`config.mk`:
```
export PLATFORM = sky130hd
export DESIGN_NAME = coh_seq_top
export DESIGN_NICKNAME = d
export VERILOG_FILES = /design/src/rtl/coh_seq_pkg.sv /design/src/rtl/coh_seq_track.sv /design/src/rtl/coh_seq_walk.sv /design/src/rtl/coh_seq_top.sv
export SDC_FILE = /design/constraint.sdc
export NUM_CORES = 1
export LEC_CHECK = 0
export CORE_ASPECT_RATIO = 0.6
export CORE_MARGIN = 3
export CORE_UTILIZATION = 65
export DETAILED_ROUTE_END_ITERATION = 10
export HOLD_SLACK_MARGIN = 0.05
export PLACE_DENSITY = 0.83
export SLEW_MARGIN = 15
export SYNTH_ARGS = -nofsm -noshare
export SYNTH_HDL_FRONTEND = slang
export SYNTH_HIERARCHICAL = 1
export SYNTH_SLANG_ARGS = --single-unit
export TNS_END_PERCENT = 10
```
`constraint.sdc`:
```
create_clock -name clk -period 9.95 [get_ports clk]
set_input_delay 2.985 -clock clk [delete_from_list [all_inputs] [get_ports clk]]
set_output_delay 2.985 -clock clk [all_outputs]
set_load 0.02 [all_outputs]
```
`src/rtl/coh_seq_pkg.sv`:
```
package coh_seq_pkg;

    typedef enum logic [1:0] {
        REQ_READ    = 2'd0,
        REQ_UPGRADE = 2'd1,
        REQ_RD_DONE = 2'd2,
        REQ_WR_DONE = 2'd3
    } req_kind_e;

    typedef enum logic [1:0] {
        MSG_INTERVENE  = 2'd0,
        MSG_INVALIDATE = 2'd1,
        MSG_NACK       = 2'd2
    } msg_kind_e;

    typedef struct packed {
        logic launch;   // request accepted, broadcast needed
        logic refuse;   // request lost the race, Nack needed
    } verdict_t;

    function automatic msg_kind_e fanout_kind(req_kind_e k);
        return (k == REQ_UPGRADE) ? MSG_INVALIDATE : MSG_INTERVENE;
    endfunction

endpackage

```
`src/rtl/coh_seq_track.sv`:
```
module coh_seq_track
    import coh_seq_pkg::*;
#(
    parameter int BLOCKS   = 16,
    parameter int RD_CNT_W = 2,
    localparam int BLK_W   = $clog2(BLOCKS)
) (
    input  logic             clk,
    input  logic             rst,
    input  logic             acc,
    input  req_kind_e        kind,
    input  logic [BLK_W-1:0] blk,
    output verdict_t         verdict
);

    logic                wr_mark [BLOCKS];
    logic [RD_CNT_W-1:0] rd_cnt  [BLOCKS];

    logic                cur_wr;
    logic [RD_CNT_W-1:0] cur_cnt;

    always_comb begin
        cur_wr         = wr_mark[blk];
        cur_cnt        = rd_cnt[blk];
        verdict        = '0;
        unique case (kind)
            REQ_READ: begin
                verdict.refuse = cur_wr || (&cur_cnt);
                verdict.launch = !verdict.refuse;
            end
            REQ_UPGRADE: begin
                verdict.refuse = cur_wr || (cur_cnt != '0);
                verdict.launch = !verdict.refuse;
            end
            default: verdict = '0;
        endcase
    end

    for (genvar b = 0; b < BLOCKS; b++) begin : g_blk
        logic hit;
        assign hit = acc && (blk == BLK_W'(b));

        always_ff @(posedge clk) begin
            if (rst) begin
                wr_mark[b] <= 1'b0;
                rd_cnt[b]  <= '0;
            end else if (hit) begin
                unique case (kind)
                    REQ_READ:    if (verdict.launch) rd_cnt[b] <= rd_cnt[b] + 1'b1;
                    REQ_UPGRADE: if (verdict.launch) wr_mark[b] <= 1'b1;
                    REQ_RD_DONE: if (rd_cnt[b] != '0) rd_cnt[b] <= rd_cnt[b] - 1'b1;
                    REQ_WR_DONE: wr_mark[b] <= 1'b0;
                    default: ;
                endcase
            end
        end

        // a write and reads never share a block
        a_r4_excl: assert property (@(posedge clk) disable iff (rst)
            wr_mark[b] |-> (rd_cnt[b] == '0));

        // an accepted read never wraps the counter to zero
        a_r8_no_wrap: assert property (@(posedge clk) disable iff (rst)
            (hit && kind == REQ_READ && verdict.launch) |=> (rd_cnt[b] != '0));

        // a completion on an idle count leaves it at zero
        a_r11_no_underflow: assert property (@(posedge clk) disable iff (rst)
            (hit && kind == REQ_RD_DONE && rd_cnt[b] == '0) |=> (rd_cnt[b] == '0));
    end

endmodule

```
`src/rtl/coh_seq_walk.sv`:
```
module coh_seq_walk
    import coh_seq_pkg::*;
#(
    parameter int NODES  = 8,
    parameter int BLOCKS = 16,
    localparam int NODE_W = $clog2(NODES),
    localparam int BLK_W  = $clog2(BLOCKS)
) (
    input  logic              clk,
    input  logic              rst,
    input  logic              start,
    input  logic              single,
    input  msg_kind_e         kind_in,
    input  logic [NODE_W-1:0] src_in,
    input  logic [BLK_W-1:0]  blk_in,
    input  logic              out_ready,
    output logic              out_valid,
    output msg_kind_e         out_kind,
    output logic [NODE_W-1:0] out_dest,
    output logic [NODE_W-1:0] out_src,
    output logic [BLK_W-1:0]  out_blk,
    output logic              busy
);

    logic              active;
    logic              single_q;
    msg_kind_e         kind_q;
    logic [NODE_W-1:0] src_q;
    logic [NODE_W-1:0] dest_q;
    logic [BLK_W-1:0]  blk_q;

    logic [NODE_W:0]   step1;
    logic [NODE_W:0]   step2;
    logic              last;

    always_comb begin
        step1 = {1'b0, dest_q} + 1'b1;
        step2 = (step1 == {1'b0, src_q}) ? step1 + 1'b1 : step1;
        last  = single_q || (step2 >= (NODE_W+1)'(NODES));
    end

    always_ff @(posedge clk) begin
        if (rst) begin
            active   <= 1'b0;
            single_q <= 1'b0;
            kind_q   <= MSG_INTERVENE;
            src_q    <= '0;
            dest_q   <= '0;
            blk_q    <= '0;
        end else if (start) begin
            active   <= 1'b1;
            single_q <= single;
            kind_q   <= single ? MSG_NACK : kind_in;
            src_q    <= src_in;
            blk_q    <= blk_in;
            if (single)            dest_q <= src_in;
            else if (src_in == '0) dest_q <= NODE_W'(1);
            else                   dest_q <= '0;
        end else if (active && out_ready) begin
            if (last) active <= 1'b0;
            else      dest_q <= step2[NODE_W-1:0];
        end
    end

    assign out_valid = active;
    assign out_kind  = kind_q;
    assign out_dest  = dest_q;
    assign out_src   = src_q;
    assign out_blk   = blk_q;
    assign busy      = active;

    // a broadcast never lands on the requester
    a_r2_skip_src: assert property (@(posedge clk) disable iff (rst)
        (out_valid && out_kind != MSG_NACK) |-> (out_dest != out_src));

    // a Nack goes back to the requester
    a_r4_nack_home: assert property (@(posedge clk) disable iff (rst)
        (out_valid && out_kind == MSG_NACK) |-> (out_dest == out_src));

    // an offered message holds until taken
    a_r9_hold: assert property (@(posedge clk) disable iff (rst)
        (out_valid && !out_ready) |=> (out_valid && $stable(out_dest)
                                       && $stable(out_kind) && $stable(out_blk)));

    // no new sequence while one is pending
    a_r9_no_restart: assert property (@(posedge clk) disable iff (rst)
        start |-> !active);

endmodule

```
`src/rtl/coh_seq_top.sv`:
```
module coh_seq_top
    import coh_seq_pkg::*;
#(
    parameter int NODES    = 8,
    parameter int BLOCKS   = 16,
    parameter int RD_CNT_W = 2,
    localparam int NODE_W  = $clog2(NODES),
    localparam int BLK_W   = $clog2(BLOCKS)
) (
    input  logic              clk,
    input  logic              rst,
    input  logic              req_valid,
    output logic              req_ready,
    input  logic [1:0]        req_kind,
    input  logic [NODE_W-1:0] req_node,
    input  logic [BLK_W-1:0]  req_blk,
    output logic              out_valid,
    input  logic              out_ready,
    output logic [1:0]        out_kind,
    output logic [NODE_W-1:0] out_dest,
    output logic [NODE_W-1:0] out_src,
    output logic [BLK_W-1:0]  out_blk
);

    req_kind_e kind;
    verdict_t  verdict;
    logic      acc;
    logic      walk_busy;
    msg_kind_e walk_kind;

    assign kind      = req_kind_e'(req_kind);
    assign req_ready = !walk_busy;
    assign acc       = req_valid && req_ready;

    coh_seq_track #(
        .BLOCKS   (BLOCKS),
        .RD_CNT_W (RD_CNT_W)
    ) u_track (
        .clk     (clk),
        .rst     (rst),
        .acc     (acc),
        .kind    (kind),
        .blk     (req_blk),
        .verdict (verdict)
    );

    coh_seq_walk #(
        .NODES  (NODES),
        .BLOCKS (BLOCKS)
    ) u_walk (
        .clk       (clk),
        .rst       (rst),
        .start     (acc && (verdict.launch || verdict.refuse)),
        .single    (verdict.refuse),
        .kind_in   (fanout_kind(kind)),
        .src_in    (req_node),
        .blk_in    (req_blk),
        .out_ready (out_ready),
        .out_valid (out_valid),
        .out_kind  (walk_kind),
        .out_dest  (out_dest),
        .out_src   (out_src),
        .out_blk   (out_blk),
        .busy      (walk_busy)
    );

    assign out_kind = walk_kind;

    // request port closed while messages are pending
    a_r9_ready_closed: assert property (@(posedge clk) disable iff (rst)
        out_valid |-> !req_ready);

    // completion notices never start a message sequence
    a_r7_silent_done: assert property (@(posedge clk) disable iff (rst)
        (acc && req_kind[1]) |=> !out_valid);

endmodule

```
Yosys cells after proc, flatten, opt, wreduce, memory -nomap -nowiden --
Memory sizes are Yosys's and may differ from the RTL's. Cells that the tools add are included.
Cells by class: $add $sub $neg 34, magnitude comparators 1, eq/ne operators 20, muxes and demuxes 306, bitwise gates (word level) 64, reduce and logical (&&, ||, !) cells 51
Operators by type and width (count):
- $mux 1 | 267
- $mux 2 | 33
- $or 1x1->1 | 64
- $reduce_bool 2->1 | 19
- $add 2x1->2 const B | 16
- $eq 4x4->1 const B | 8
- $sub 2x1->2 const B | 16
- $logic_and 1x1->1 | 19
- $eq 4x3->1 const B | 4
- $mux 3 | 4
- $eq 4x2->1 const B | 2
- $reduce_and 2->1 | 3
- $add 3x1->4 const B | 1
- $add 4x1->4 const B | 1
- $eq 2x2->1 const B | 2
- $eq 4x1->1 const B | 1
- $eq 4x3->1 | 1
- $ge 4x4->1 const B | 1
- $logic_not 4->1 | 1
- $logic_or 1x1->1 | 4
- $mux 4 | 1
- $pmux 2 s2 | 1
- $logic_not 1->1 | 3
- $logic_not 3->1 | 1
- 3 further kinds | 3
Word-level totals: register bits 14, memory bits (writable) 48, bits of input ports 13, output and inout bits 14, logic and storage cells 484, memories kept 2
Memories:
- u_track.rd_cnt | words 16, bits a word 2, rd ports 17, clocked after memory_dff 0, wr ports 16, RTL line coh_seq_track.sv:17 | logic [RD_CNT_W-1:0] rd_cnt [BLOCKS];
- u_track.wr_mark | words 16, bits a word 1, rd ports 1, clocked after memory_dff 0, wr ports 16, RTL line coh_seq_track.sv:16 | logic wr_mark [BLOCKS];

Logic depth before layout (Yosys ltp) --
Gate-level depths: netlist of run 1. An unclocked memory read counts as a cell.
depth after elaboration 12, mapped depth 14, mapped depth without buffers 10

Cells and area by module --
Netlist of run 1, hierarchy kept.
Modules (own cells, without submodules):
- coh_seq_track | instances 1, cells an instance 333, area each 3590.9 µm², seq. area each 1441.4 µm²
- coh_seq_walk | instances 1, cells an instance 78, area each 711.9 µm², seq. area each 280.3 µm²
- coh_seq_top | instances 1, cells an instance 5, area each 35.0 µm², seq. area each 0.0 µm²

Worst setup path after synthesis of run 1 --
Ideal clock, no wire load.
path type input to register, start input port req_blk[0], end register u_walk.single_q, library setup time 0.128 ns, arrival time 5.620 ns, data required time 9.822 ns, setup slack 4.202 ns, stages 13, path buffers 5, cell sequence buf_6 -> buf_8 -> mux4_2 -> mux2_4 -> o22ai_4 -> o21ai_4 -> buf_6 -> nor2_1 -> o21a_1 -> buf_2 -> buf_2 -> mux2i_1 -> nor2_1
RTL lines:
- start, declared | RTL line coh_seq_top.sv:16 | input logic [BLK_W-1:0] req_blk,
- end signal, assigned | RTL line coh_seq_walk.sv:52 | single_q <= single;
- end, declared | RTL line coh_seq_walk.sv:26 | logic single_q;

==> metrics, run 1 <==
Final Critical Period 7.35 ns; routability cong. 0.928; Fillers ~420; CTS Buffer Depth 2; detail-routed net length per standard cell 21.4 µm; highest clock rate 136 MHz; crit-path max FO 20; Die ar. about 7700 µm²; TritonRoute pass-1 iters 5; layout cell share with drive strength beyond 1 a little under a fifth; register area share after synthesis 39.7%; fin util 75.4%; RSZ-0062 raised after global routing no; Clock Skew 0.00815 ns; CTS root buf clkbuf_8; Leak Pwr 1.52 nW; CP top delay family compound AO/OA/AOI/OAI gates; Die Wd 111 µm; CP Buf/Inv Count 2; Slew @ Worst Pin about 1.2 ns; hold buffer count at CTS 0; TritonCTS Buffers 9; via count 3575; total of max-cap violations 0; final hold violation count 0; clock-pin slew on the worst setup and hold paths 0.07 ns; WHS 0.468 ns; synthesized area approximately 4300 µm²; clock sinks 62; GRT overflow 0; final wirelength 11.0 mm; Vias/cell 6.96; status completed; CP Cell Sequence clkdlybuf4s50_1 > mux4_1 > a22oi_1 > and3_1 > o21ai_4 > nor2_1 > o21a_1 > inv_1 > o21ai_1 > nor2_1 > a211oi_1; CP max stage cell clkdlybuf4s50_1; area grow syn2layout 9.06%; Tot Pwr 0.000637 W; Core Region 6280 µm²; worst setup margin ~2.6 ns; Fin Setup TNS 0 ns; Syn Inst Count 416; setup bufs post-CTS 0; synth warn 6; crit start category input pin; HPWL after DPL 7.48 mm; die height 69.3 µm; layout net count around 460; DRC 0; final setup fails 0; Final Cycle Share approximately three quarters; kind of end point of the critical path register; CTS resizes 0; CP most frequent cell nor2_1; R2R Setup Slk 5.79 ns; worst slack, placed 2.40 ns; worst vdd ir between 70 and 80 µV; Starting DRT DRC Count about 470; Mapped Avg Cell Area 10.4 µm²; final slew viol count 0; H-tree Lvls 3; post-synth cell types 59; Seq cells post-synth 62; DRT antenna net count 0; relative slew slack 22.6%; Tot GR Track Use 28.7%; synth top area cells edfxtp_1 (33%), dfxtp_1 (6.5%), ha_1 (4.9%), mux4_2 (3.6%), nor2_1 (3.3%); first-pass GRT wire length about 17 mm; asr flop ratio synth 0%; Yosys top cell area share between 30% and 40%; clock tree from TritonCTS done; post-synth top area cell edfxtp_1; # rows 22; initial antenna violation count 0; ant diodes 0; largest net degree at the start of global routing 33; EDFF count, synth 48; vias in the first global route 3282; initial core utilization 69.1%; Ports 27; syn_nets 446; hold crit path type register to register; CP required 10.20 ns; dominant synthesized flop cell edfxtp_1; crit path kind input pin to register; max incr delay on CP 1.06 ns; PortBufs 26; pwr/cell area 135 nW/µm²; Worst-Skew Late Latency about 0.35 ns; CP Data Arrival Time 7.60 ns
[worst min-delay path: stages, from the launching register on]
cell and delay, ns:
dfxtp_1 0.31, nand2_1 0.06, a21oi_1 0.05
[cells in the mapped netlist, drive strengths merged (3+ instances only)]
cell / instances
mux4: 12
mux2i: 10
edfxtp: 48
nor2: 38
nor2b: 8
buf: 15
a311oi: 3
or3: 17
nand3: 20
ha: 17
nand2: 20
o21ai: 20
dfxtp: 14
o311ai: 7
a21oi: 19
o2111ai: 13
inv: 35
clkbuf: 17
and3: 3
a211oi: 18
nand2b: 4
o221ai: 10
or2: 19
[layer usage]
| metal | part of all wire (%) | vias up | global-route usage [%] |
|---|---|---|---|
| li1 | - | 1586 | - |
| met1 | 43 | 1687 | 43.3 |
| met2 | 41 | 274 | 37.7 |
| met3 | 15 | 26 | 10.5 |
| met4 | 1.8 | 2 | 9.31 |
| met5 | 0.38 | - | 4.67 |
[per-stage QoR]
step                      area (µm²)  std cells
after floorplan                 4340        416
after global placement          4560        498
after detailed placement        4560        498
after CTS                       4730        514
after global routing            4730        514
final                           4730        514
[area by class of cell]
type / count / area (µm²) / area share (%)
clock buffer: 10 / 138 / 2.91
clock inverter: 6 / 37.5 / 0.793
inverter: 35 / 131 / 2.78
multi-input combinational: 287 / 2310 / 48.8
sequential: 62 / 1720 / 36.4
tap: 84 / 105 / 2.22
timing repair buffer: 30 / 290 / 6.14
[worst paths after layout]
path	to	from	cells after the start
worst min-delay path	u_walk/out_kind[0]	u_walk/out_kind[0]	2
worst min register to register	u_walk/out_kind[0]	u_walk/out_kind[0]	2
worst max-delay path	u_walk/out_dest[1]	req_blk[1]	11
worst max register to register	u_walk/out_dest[1]	u_track/rd_cnt[6][0]	10
[kinds of logic (layout without fill, tap and decap cells)]
group / count (synthesis) / count (layout) / synth area share, %
AND/OR/NAND/NOR: 139 / 139 / 17.2
AO/OA/AOI/OAI: 101 / 101 / 20.2
buffers and inverters: 67 / 81 / 7.12
flip-flops: 62 / 62 / 39.7
multiplexers: 24 / 24 / 9.58
adder cells (fa/ha/maj): 18 / 18 / 5.13
XOR/XNOR: 4 / 4 / 0.981
other: 1 / 1 / 0.0864
[power breakdown]
part           internal (W)  total (W)  switching, W  leakage (nW)
combinational     0.0000520   0.000137     0.0000853         0.827
clock             0.0000955   0.000196      0.000101        0.0841
sequential         0.000291   0.000304     0.0000127         0.610
[sequential cells by signal, indices dropped and copies added (netlist names)]
signal / cells
u_track/rd_cnt: 32
u_track/wr_mark: 16
u_walk/out_blk: 4
u_walk/out_dest: 3
u_walk/out_src: 3
u_walk/out_kind: 2
u_walk/busy: 1
u_walk/single_q: 1
[cells in the final DEF, fill, tap and decap left out, types with 3 or more instances in the layout]
master / n
o21ai_0: 15
o221ai_1: 6
a211oi_2: 10
edfxtp_1: 48
nand3_1: 20
o21ai_1: 4
o2111ai_1: 13
dfxtp_1: 14
or3_1: 17
a21oi_1: 19
clkinvlp_4: 3
nor2b_1: 7
ha_1: 17
buf_4: 4
nand2b_1: 4
o311ai_2: 7
mux4_2: 7
mux2i_1: 10
or2_2: 19
mux4_1: 5
clkdlybuf4s50_1: 26
a211oi_1: 8
nor2_1: 38
a311oi_1: 3
inv_1: 35
nand2_1: 20
clkbuf_8: 10
and3_1: 3
clkinv_2: 3
o221ai_2: 4
Power figures use the tool's default switching activity.
==> run 2, diff against run 1 <==
--- a/config.mk
+++ b/config.mk
@@ -7,10 +7,10 @@
 export LEC_CHECK = 0
 export CORE_ASPECT_RATIO = 0.6
 export CORE_MARGIN = 3
-export CORE_UTILIZATION = 65
+export CORE_UTILIZATION = 54
 export DETAILED_ROUTE_END_ITERATION = 10
 export HOLD_SLACK_MARGIN = 0.05
-export PLACE_DENSITY = 0.83
+export PLACE_DENSITY = 0.73
 export SLEW_MARGIN = 15
 export SYNTH_ARGS = -nofsm -noshare
 export SYNTH_HDL_FRONTEND = slang
==> constraint.sdc (replaced) <==
create_clock -name clk -period 5.9 [get_ports clk]
set_input_delay 1.77 -clock clk [delete_from_list [all_inputs] [get_ports clk]]
set_output_delay 1.77 -clock clk [all_outputs]
set_load 0.02 [all_outputs]
==> run 2 against run 1 <==
Against the previous run:
- sequential power up 69%
- first-iteration DRC count down 2.6%
- critical path depth grew 2
- sequential share of layout area shrank 1.7 points
- register-to-register slack got worse by 3.3 ns
- total power rose by 94%
- clock skew down 0.0021 ns
- die area up 19%
- clock power increased by 150%
- critical path type unchanged
- critical endpoint is now u_walk/out_dest[2]
==> metrics, run 2 (synthesis gave the netlist of run 1 again) <==
Fillers 585 (was 417); highest clock rate 195 MHz; status completed (unchanged); Fin Setup TNS 0 ns (unchanged); Die Wd 122 µm (was 111 µm); CP Cell Sequence clkdlybuf4s50_1 > buf_12 > mux4_1 > a22oi_1 > and3_1 > buf_4 > a21oi_1 > nor2_1 > o21a_1 > inv_1 > o21ai_1 > nor2_1 > a311oi_1 (was clkdlybuf4s50_1 > mux4_1 > a22oi_1 > and3_1 > o21ai_4 > nor2_1 > o21a_1 > inv_1 > o21ai_1 > nor2_1 > a211oi_1); pwr/cell area 250 nW/µm² (was 135 nW/µm²); CP most frequent cell nor2_1 (unchanged); Starting DRT DRC Count 456 (was 468); Vias/cell 6.58 (was 6.96); CTS root buf clkbuf_16 (was clkbuf_8); R2R cell count 11 (was 10); CP Data Arrival Time 5.38 ns (was 7.60 ns); GRT overflow 0 (unchanged); final wirelength 11.8 mm (was 11.0 mm); initial antenna violation count 0 (unchanged); Storage cell area 1720 µm² (unchanged); Clock Skew 0.00608 ns (was 0.00815 ns); die height 75.4 µm (was 69.3 µm); Final Critical Period just over 5 ns; crit path kind input pin to register (unchanged); crit-path max FO 20 (unchanged); number of flip-flops in the largest register 32 (unchanged); register with the most flip-flops u_track/rd_cnt (unchanged); kind of end point of the critical path register (unchanged); H-tree Lvls 3 (unchanged); final setup fails 0 (unchanged); Ports 27 (unchanged); crit start category input pin (unchanged); largest net degree at the start of global routing 33 (unchanged); Final Cycle Share 87.0%; hold crit path type register to register (unchanged); final slew viol count 0 (unchanged); final hold violation count 0 (unchanged); clock sinks 62 (unchanged); Slew @ Worst Pin 0.891 ns (was 1.16 ns); CP required 6.14 ns (was 10.20 ns); DRT antenna net count 0 (unchanged); worst vdd ir 185 µV (was 78.7 µV); setup bufs post-CTS 0 (unchanged); relative slew slack 40.5% (was 22.6%); routability cong. 0.876 (was 0.928); detail-routed net length per standard cell 21.5 µm (was 21.4 µm); max incr delay on CP 0.60 ns (was 1.06 ns); area of the multi-input gates 2310 µm² (unchanged); TritonCTS Buffers 9 (unchanged); CP max stage cell mux4_1 (was clkdlybuf4s50_1); layout net count 468 (was 455); Die ar. 9180 µm² (was 7720 µm²); Leak Pwr 1.64 nW (was 1.52 nW); layout cell share with drive strength beyond 1 20.3% (was 18.4%); Tot GR Track Use 26.5% (was 28.7%); via count 3600 (was 3575); CTS Buffer Depth 2 (unchanged); clock tree from TritonCTS done (unchanged); total of max-cap violations 0 (unchanged); clock-pin slew on the worst setup and hold paths 0.06 ns (was 0.07 ns); most common cell after layout, fill and taps aside edfxtp_1 (unchanged); ant diodes 0 (unchanged); most frequent cells in the layout edfxtp_1 (48), nor2_1 (38), inv_1 (35) (unchanged); HPWL after DPL 8.25 mm (was 7.48 mm); initial core utilization 57.6% (was 69.1%); DRC 0 (unchanged); Worst-Skew Late Latency 0.33 ns (was 0.35 ns); TritonRoute pass-1 iters 5 (unchanged); WHS 0.489 ns (was 0.468 ns); Worst Hold Depth 2 (unchanged); Core Region 7540 µm² (was 6280 µm²); CTS resizes 0 (unchanged); vias in the first global route 3275 (was 3282); area grow syn2layout 14.3% (was 9.06%); hold buffer count at CTS 0 (unchanged); PortBufs 26 (unchanged); # rows 24 (was 22); RSZ-0062 raised after global routing no (unchanged); first-pass GRT wire length 18.2 mm (was 17.3 mm)
## run 2: changes by cell type in the layout (fill, tap and decap cells not counted), sizes merged
cell,previous run,this run
buf,4,17
clkbuf,10,12
clkinvlp,3,1
## run 2: power by group
part	leakage (nW)	internal (W)	switching, W
clock	0.132	0.000293	0.000189
sequential	0.610	0.000492	0.0000217
combinational	0.895	0.0000965	0.000146
## run 2: worst paths after layout
| check | startpoint | to | slack [ns] |
|---|---|---|---|
| worst max register to register | u_track/rd_cnt[2][1] | u_walk/out_dest[2] | 2.54 |
| worst max-delay path | req_blk[0] | u_walk/out_dest[2] | 0.76 |
| worst min-delay path | u_walk/out_kind[0] | u_walk/out_kind[0] | 0.49 |
| worst min register to register | u_walk/out_kind[0] | u_walk/out_kind[0] | 0.49 |
## run 2: critical path: cells and delay by family
| kind | cells | cell delay, ns |
|---|---|---|
| simple gates | 3 | 0.60 |
| compound gates | 5 | 1.22 |
| mux | 1 | 0.60 |
| buf+inv | 4 | 1.17 |
## run 2: layer usage
layer  share of wire [%]  wire length (µm)  vias up  track usage, %
met5                   0                 0        -               0
met2                  40              4760      216            35.5
met3                  11              1320       20            7.34
li1                    -                 -     1620               -
met4                 1.3               153        0            7.83
met1                  47              5540     1744            41.2
## run 2: layout make-up
cell class                 instances  share of cell area (%)
sequential                        62                    34.7
tap                              104                    2.62
inverter                          35                    2.65
clock buffer                      12                    4.97
multi-input combinational        287                    46.5
clock inverter                     4                   0.454
timing repair buffer              43                    8.07
## run 2: metrics by stage
stage	power, W	setup WS (ns)	cell area, µm²	util [%]	cells
after global placement	0.000750	0.662	4690	62.2	531
after CTS	0.00124	0.829	4960	65.8	547
after detailed placement	0.000756	0.503	4690	62.2	531
after global routing	0.00128	0.615	4960	65.8	547
after floorplan	0.000679	1.37	4340	-	416
final	0.00124	0.765	4960	65.8	547
==> run 3, diff against run 2 <==
--- a/config.mk
+++ b/config.mk
@@ -11,6 +11,7 @@
 export DETAILED_ROUTE_END_ITERATION = 10
 export HOLD_SLACK_MARGIN = 0.05
 export PLACE_DENSITY = 0.73
+export SKIP_LAST_GASP = 1
 export SLEW_MARGIN = 15
 export SYNTH_ARGS = -nofsm -noshare
 export SYNTH_HDL_FRONTEND = slang
==> results of run 3 <==
No change in the layout: final DEF, timing and power equal those of run 2.
